**src/rtl/bsel_pkg.sv**
```systemverilog
// Package: constants of the unlock sequence and helpers that give the
// expected nibble and the comparison mask for a step. Assumes a fixed
// sequence of STEPS nibbles whose final BANK_W+1 lane 0 bits are data.
package bsel_pkg;

    localparam int STEPS     = 16;
    localparam int NIB_W     = 4;
    localparam int BANK_W    = 4;
    localparam int FLAG_STEP = STEPS - BANK_W - 1;
    localparam int STEP_W    = $clog2(STEPS);

    // Per-lane key bits, step 0 in the most significant position.
    localparam logic [STEPS-1:0]     LANE1_KEY = 16'b0101110010100011;
    localparam logic [STEPS-1:0]     LANE2_KEY = 16'b1010001101011100;
    localparam logic [STEPS-1:0]     LANE3_KEY = LANE1_KEY;
    localparam logic [FLAG_STEP-1:0] LANE0_KEY = 11'b10100011010;

    // Expected nibble for a step (lane 0 is zero where it carries data).
    function automatic logic [NIB_W-1:0] key_nib(input logic [STEP_W-1:0] s);
        logic [NIB_W-1:0] n;
        int idx;
        idx  = STEPS - 1 - int'(s);
        n[1] = LANE1_KEY[idx];
        n[2] = LANE2_KEY[idx];
        n[3] = LANE3_KEY[idx];
        n[0] = 1'b0;
        if (int'(s) < FLAG_STEP) begin
            n[0] = LANE0_KEY[FLAG_STEP - 1 - int'(s)];
        end
        return n;
    endfunction

    // Lanes compared at a step: lane 0 only while it is part of the key.
    function automatic logic [NIB_W-1:0] key_mask(input logic [STEP_W-1:0] s);
        logic [NIB_W-1:0] m;
        m = '1;
        if (int'(s) >= FLAG_STEP) begin
            m[0] = 1'b0;
        end
        return m;
    endfunction

endpackage

```
**src/rtl/bsel_edge_sync.sv**
```systemverilog
// Synchronizes the asynchronous active-low chip-enable into the clock
// domain and produces one-cycle pulses for its falling and rising edges.
// Assumes each input level lasts longer than SYNC_STAGES+1 clock cycles.
module bsel_edge_sync #(
    parameter int SYNC_STAGES = 2
) (
    input  logic clk,
    input  logic rst_n,
    input  logic async_i,
    output logic fall_o,
    output logic rise_o
);

    logic [SYNC_STAGES-1:0] chain_q;
    logic                   last_q;

    // First stage of the synchronizer, resets to the inactive (high) level.
    always_ff @(posedge clk) begin
        if (!rst_n) chain_q[0] <= 1'b1;
        else        chain_q[0] <= async_i;
    end

    // Remaining stages of the synchronizer chain.
    genvar g;
    generate
        for (g = 1; g < SYNC_STAGES; g++) begin : g_stage
            always_ff @(posedge clk) begin
                if (!rst_n) chain_q[g] <= 1'b1;
                else        chain_q[g] <= chain_q[g-1];
            end
        end
    endgenerate

    // Delayed copy of the synchronized level for edge detection.
    always_ff @(posedge clk) begin
        if (!rst_n) last_q <= 1'b1;
        else        last_q <= chain_q[SYNC_STAGES-1];
    end

    // Edge pulses, each one cycle wide.
    always_comb begin
        fall_o = last_q & ~chain_q[SYNC_STAGES-1];
        rise_o = ~last_q & chain_q[SYNC_STAGES-1];
    end

endmodule

```
**src/rtl/bsel_matcher.sv**
```systemverilog
// Step matcher: on each chip-enable fall it compares the address nibble
// with the expected nibble of the current step, collects the enable
// flag and bank bits, and arms a commit that fires on the next rise.
// Assumes fall and rise pulses alternate and adr is stable at the fall.
module bsel_matcher
    import bsel_pkg::*;
(
    input  logic              clk,
    input  logic              rst_n,
    input  logic              fall_i,
    input  logic              rise_i,
    input  logic [NIB_W-1:0]  nib_i,
    output logic              commit_o,
    output logic              en_o,
    output logic [BANK_W-1:0] bank_o,
    output logic [STEP_W-1:0] step_o
);

    localparam logic [STEP_W-1:0] LAST_STEP = STEP_W'(STEPS - 1);
    localparam logic [STEP_W-1:0] FLAG_IDX  = STEP_W'(FLAG_STEP);

    logic [STEP_W-1:0] step_q;
    logic              flag_q;
    logic [BANK_W-1:0] bank_sh_q;
    logic              armed_q;

    logic              hit;
    logic              hit_first;
    logic              realign;

    // Compare the nibble with the current step and with step 0.
    always_comb begin
        hit       = ((nib_i ^ key_nib(step_q)) & key_mask(step_q)) == '0;
        hit_first = nib_i == key_nib('0);
        realign   = &nib_i;
    end

    // Step counter and arming of a completed sequence.
    always_ff @(posedge clk) begin
        if (!rst_n) begin
            step_q  <= '0;
            armed_q <= 1'b0;
        end else if (fall_i) begin
            if (realign) begin
                step_q  <= '0;
                armed_q <= 1'b0;
            end else if (hit) begin
                if (step_q == LAST_STEP) begin
                    step_q  <= '0;
                    armed_q <= 1'b1;
                end else begin
                    step_q  <= step_q + 1'b1;
                    armed_q <= 1'b0;
                end
            end else begin
                step_q  <= hit_first ? STEP_W'(1) : '0;
                armed_q <= 1'b0;
            end
        end else if (rise_i) begin
            armed_q <= 1'b0;
        end
    end

    // Capture the enable flag and shift in the bank bits, MSB first.
    always_ff @(posedge clk) begin
        if (!rst_n) begin
            flag_q    <= 1'b0;
            bank_sh_q <= '0;
        end else if (fall_i && hit && !realign) begin
            if (step_q == FLAG_IDX) begin
                flag_q <= nib_i[0];
            end else if (step_q > FLAG_IDX) begin
                bank_sh_q <= {bank_sh_q[BANK_W-2:0], nib_i[0]};
            end
        end
    end

    // Outputs to the bank register.
    always_comb begin
        commit_o = armed_q & rise_i;
        en_o     = flag_q;
        bank_o   = bank_sh_q;
        step_o   = step_q;
    end

endmodule

```
**src/rtl/bsel_bank_reg.sv**
```systemverilog
// Bank register and output gate: holds the selected bank and enable,
// loads them only on a commit, clears the bank when switched off, and
// gates the chip-enable combinationally. Assumes commit is a single pulse.
module bsel_bank_reg
    import bsel_pkg::*;
(
    input  logic              clk,
    input  logic              rst_n,
    input  logic              commit_i,
    input  logic              en_i,
    input  logic [BANK_W-1:0] bank_i,
    input  logic              cen_in,
    output logic [BANK_W-1:0] bank_sel,
    output logic              cen_out,
    output logic              en_o
);

    logic              en_q;
    logic [BANK_W-1:0] bank_q;

    // Load a new selection on commit; banks off stores bank 0.
    always_ff @(posedge clk) begin
        if (!rst_n) begin
            en_q   <= 1'b0;
            bank_q <= '0;
        end else if (commit_i) begin
            en_q   <= en_i;
            bank_q <= en_i ? bank_i : '0;
        end
    end

    // Drive the select lines and gate the chip-enable.
    always_comb begin
        bank_sel = bank_q;
        cen_out  = en_q ? cen_in : 1'b1;
        en_o     = en_q;
    end

endmodule

```
**src/rtl/bank_select_ctrl.sv**
```systemverilog
// Top level: address-pattern bank select controller. Chains the edge
// synchronizer, the sequence matcher and the bank register. Assumes
// cen_in levels last several clocks and adr_nib is stable at each fall.
module bank_select_ctrl
    import bsel_pkg::*;
#(
    parameter int SYNC_STAGES = 2
) (
    input  logic              clk,
    input  logic              rst_n,
    input  logic              cen_in,
    input  logic [NIB_W-1:0]  adr_nib,
    output logic [BANK_W-1:0] bank_sel,
    output logic              cen_out
);

    logic              cen_fall;
    logic              cen_rise;
    logic              commit;
    logic              seq_en;
    logic [BANK_W-1:0] seq_bank;
    logic [STEP_W-1:0] seq_step;
    logic              bank_en;

    bsel_edge_sync #(.SYNC_STAGES(SYNC_STAGES)) u_sync (
        .clk    (clk),
        .rst_n  (rst_n),
        .async_i(cen_in),
        .fall_o (cen_fall),
        .rise_o (cen_rise)
    );

    bsel_matcher u_match (
        .clk     (clk),
        .rst_n   (rst_n),
        .fall_i  (cen_fall),
        .rise_i  (cen_rise),
        .nib_i   (adr_nib),
        .commit_o(commit),
        .en_o    (seq_en),
        .bank_o  (seq_bank),
        .step_o  (seq_step)
    );

    bsel_bank_reg u_bank (
        .clk     (clk),
        .rst_n   (rst_n),
        .commit_i(commit),
        .en_i    (seq_en),
        .bank_i  (seq_bank),
        .cen_in  (cen_in),
        .bank_sel(bank_sel),
        .cen_out (cen_out),
        .en_o    (bank_en)
    );

endmodule

```
**config.mk**
```make
export PLATFORM = sky130hd
export DESIGN_NAME = bank_select_ctrl
export DESIGN_NICKNAME = d
export VERILOG_FILES = /design/src/rtl/bsel_pkg.sv /design/src/rtl/bsel_edge_sync.sv /design/src/rtl/bsel_matcher.sv /design/src/rtl/bsel_bank_reg.sv /design/src/rtl/bank_select_ctrl.sv
export SDC_FILE = /design/constraint.sdc
export NUM_CORES = 1
export LEC_CHECK = 0
export BUFFER_PORTS_ARGS = -buffer_cell sky130_fd_sc_hd__clkbuf_2
export CAP_MARGIN = 25
export CORE_MARGIN = 4
export CORE_UTILIZATION = 40
export CTS_CLUSTER_DIAMETER = 40
export DETAILED_ROUTE_END_ITERATION = 8
export SKIP_LAST_GASP = 1
export SLEW_MARGIN = 20
export SYNTH_ARGS = -nofsm -noshare
export SYNTH_HDL_FRONTEND = slang
export SYNTH_HIERARCHICAL = 1
export SYNTH_SLANG_ARGS = --single-unit
```
**constraint.sdc**
```tcl
create_clock -name clk -period 3.3 [get_ports clk]
set_input_delay 0.495 -clock clk [delete_from_list [all_inputs] [get_ports clk]]
set_output_delay 0.495 -clock clk [all_outputs]
set_load 0.02 [all_outputs]
```
==> reports/results.ini <==
[synthesis]
ys_types=36
syn_area_per_cell_um2=8.53
yosysWarnings=6
synthCells=119
synth_area_um2=1010
synth_seq_cells=18
syn_nets=129
yosysSeqAreaShare=0.355

[clocking]
cts_resized=0
htreeDepth=1
cts-root-buf=clkbuf_4
clk_latency_ns=0.29
cts_buffers=3
cts_sinks=18
cts.clk_slew.worst_paths_ns=0.10
postCtsHoldBufs=0
cts_max_path_buffers=2
cts_tree=built
post-cts-setup-buffers=0

[pwr]
pwr-share-comb=0.077
switching_power_uw=81.8
sequentialPowerShare=0.620
report.power.total_uw=354
swShare=0.231
internal_power_uw=272
ir_drop_uv=280
powerDensity_nw_per_um2=324
clkPwrFrac=0.303
p_leak_nw=0.437

[critical_path]
reg2reg_setup_slack_ns=1.10
cp_slowest_stage_delay_ns=0.51
worst-path-buf-inv=0
critPathSlowestCell=dfxtp_1
cp.depth=7
cp.arrival_ns=2.42
critPathMaxFanout=9
crit_end=u_match/step_o[2]$_SDFFE_PN0P_
required_ns=3.52
r2r_start=u_match/step_o[0]$_SDFFE_PN0P_
crit_chain=ha_1 > xor2_1 > mux2i_1 > xnor2_1 > a2bb2oi_4 > nand4b_1 > o211ai_1
r2r_end=u_match/step_o[2]$_SDFFE_PN0P_
end_kind=flip-flop
cp_top_family=flip-flops
worstSetupPathType=reg2reg
worst_setup_path_start_kind=flip-flop
r2r_cells=7
setup.worst_path.start=u_match/step_o[0]$_SDFFE_PN0P_

[sta]
fin_crit_ns=2.20
setup_tns_ns=0
drv_slew=0
hold_ws_ns=0.408
fmax_ghz=0.454
fin_crit_sh=0.667
hold_viol_final=0
tightest_slew_ns=0.507
finalClockSkew_ns=0.0108
rsz0062_at_grt=no
setup_viol=0
slew_headroom=0.662

[place]
place_congestion=0.799
dp_hpwl_um=1400
numPortBuffers=11

[layout]
nets=139
drive_gt1_frac=0.134
final_core_util=0.471
synthToLayoutAreaGrowth_pct=7.65
n_antenna_cell=0

[die]
rows=17
initial_utilization=0.438
ios=12
die_y_um=58.4
die-area_um2=3410
placeableCoreArea_um2=2320
die_w_um=58.4

[routing]
dr.first_iter.drc_count=32
route.detailed.drc=0
avgViaCountPerCell=5.45
wl_per_cell_um=12.6
ant_nets=0
drt-total-wl_um=1960
vias=845
dr.pass1.iters=5

[run]
drv_cap=0

[grt]
grt_max_degree=18
grt_overflow=0
grtUsageTotal=0.127
grt_pass1_wl_um=3330
first_global_vias=745
antenna_found_initial=0

[min_path]
hold_path.class=in2reg

[status]
status=complete, no violations

[synth_stat cells]
cell,n,share of area
clkbuf_1,1,0.0037
clkbuf_2,1,0.0049
nor2_1,15,0.055
xnor2_1,2,0.017
inv_1,3,0.011
a31oi_1,1,0.0062
ha_1,3,0.037
buf_6,1,0.011
a32oi_1,1,0.0086
nor2b_1,4,0.025
o21a_1,2,0.015
a21oi_1,2,0.0099
nand4b_1,2,0.017
and2_1,2,0.012
nor4b_1,1,0.0086
mux2i_1,8,0.079
a21oi_2,1,0.0086
o211ai_1,1,0.0074
buf_2,3,0.015
o31ai_1,1,0.0074
nor3b_1,1,0.0074
nand3b_1,5,0.037
xor2_1,2,0.017
and3_1,2,0.012
dfxtp_1,18,0.36
nand3_1,4,0.020
nand2_1,13,0.048
and4b_1,1,0.0099
o21ai_0,4,0.020
mux2_4,1,0.015
nand4_1,4,0.025
a2bb2oi_4,1,0.026
a21boi_0,1,0.0074
nor3_1,1,0.0049
o21ai_1,1,0.0049
nand2b_1,5,0.031
[cell families (layout without fill, tap and decap cells)]
family | count (synthesis) | in the layout | share of synthesized area
AND/OR/NAND/NOR | 60 | 60 | 0.313
multiplexers | 9 | 9 | 0.0937
flip-flops | 18 | 18 | 0.355
AO/OA/AOI/OAI | 16 | 16 | 0.121
buffers and inverters | 9 | 17 | 0.0456
XOR/XNOR | 4 | 4 | 0.0345
adder cells (fa/ha/maj) | 3 | 3 | 0.0370
[registers in the layout, indices dropped and copies added (netlist names)]
name / cells
u_match/step_o: 4
u_match/en_o: 1
u_bank/en_o: 1
u_match/armed_q: 1
u_sync/chain_q: 2
u_match/bank_o: 4
u_sync/last_q: 1
u_bank/bank_sel: 4
[metrics by stage]
step / area (µm²) / instances / setup WS [ns]
6_report: 1090 / 155 / 1.10
5_1_grt: 1090 / 155 / 0.999
4_1_cts: 1090 / 155 / 1.13
3_5_place_dp: 1070 / 152 / 1.16
3_3_place_gp: 1070 / 152 / 1.21
2_1_floorplan: 1010 / 119 / 1.53
[routing by layer]
| metal | up-vias | part of all wire | global-route usage |
|---|---|---|---|
| met5 | - | 0 | 0 |
| met1 | 380 | 0.47 | 0.175 |
| met4 | 0 | 0.0087 | 0.0298 |
| li1 | 429 | - | - |
| met3 | 2 | 0.090 | 0.0461 |
| met2 | 34 | 0.43 | 0.188 |
[cells in the final DEF, fill, tap and decap left out, types with 5 or more instances in the layout]
| cell type | instances |
|---|---|
| mux2i_1 | 8 |
| dfxtp_1 | 18 |
| nor2_1 | 15 |
| nand2_1 | 13 |
| nand3b_1 | 5 |
| nand2b_1 | 5 |
| clkbuf_2 | 11 |
[power by group through the flow]
stage / clock [mW] / sequential (mW) / combinational (mW)
3_5_place_dp: 0 / 0.225 / 0.0269
2_1_floorplan: 0 / 0.224 / 0.0189
4_1_cts: 0.111 / 0.220 / 0.0270
5_1_grt: 0.120 / 0.220 / 0.0304
6_report: 0.107 / 0.220 / 0.0272
3_3_place_gp: 0 / 0.225 / 0.0265
[how the worst min path moves through the flow]
stage	start	endpoint	slack (ns)	depth (start not counted)
2_1_floorplan	u_sync/chain_q[0]$_SDFF_PN1_	u_sync/chain_q[1]$_SDFF_PN1_	0.39	1
3_5_place_dp	u_sync/chain_q[0]$_SDFF_PN1_	u_sync/chain_q[1]$_SDFF_PN1_	0.40	1
3_3_place_gp	u_sync/chain_q[0]$_SDFF_PN1_	u_sync/chain_q[1]$_SDFF_PN1_	0.41	1
4_1_cts	cen_in	u_sync/chain_q[0]$_SDFF_PN1_	0.39	2
6_report	cen_in	u_sync/chain_q[0]$_SDFF_PN1_	0.41	2
5_1_grt	cen_in	u_sync/chain_q[0]$_SDFF_PN1_	0.41	2
[cell type report]
class	count	area, µm²
clock buffers	3	22.5
fillers	242	1230
inverters	3	11.3
multi-input cells	92	608
flip-flops and latches	18	360
well taps	28	35.0
repair buffers	11	55.1
(Power assumes the default switching activity.)
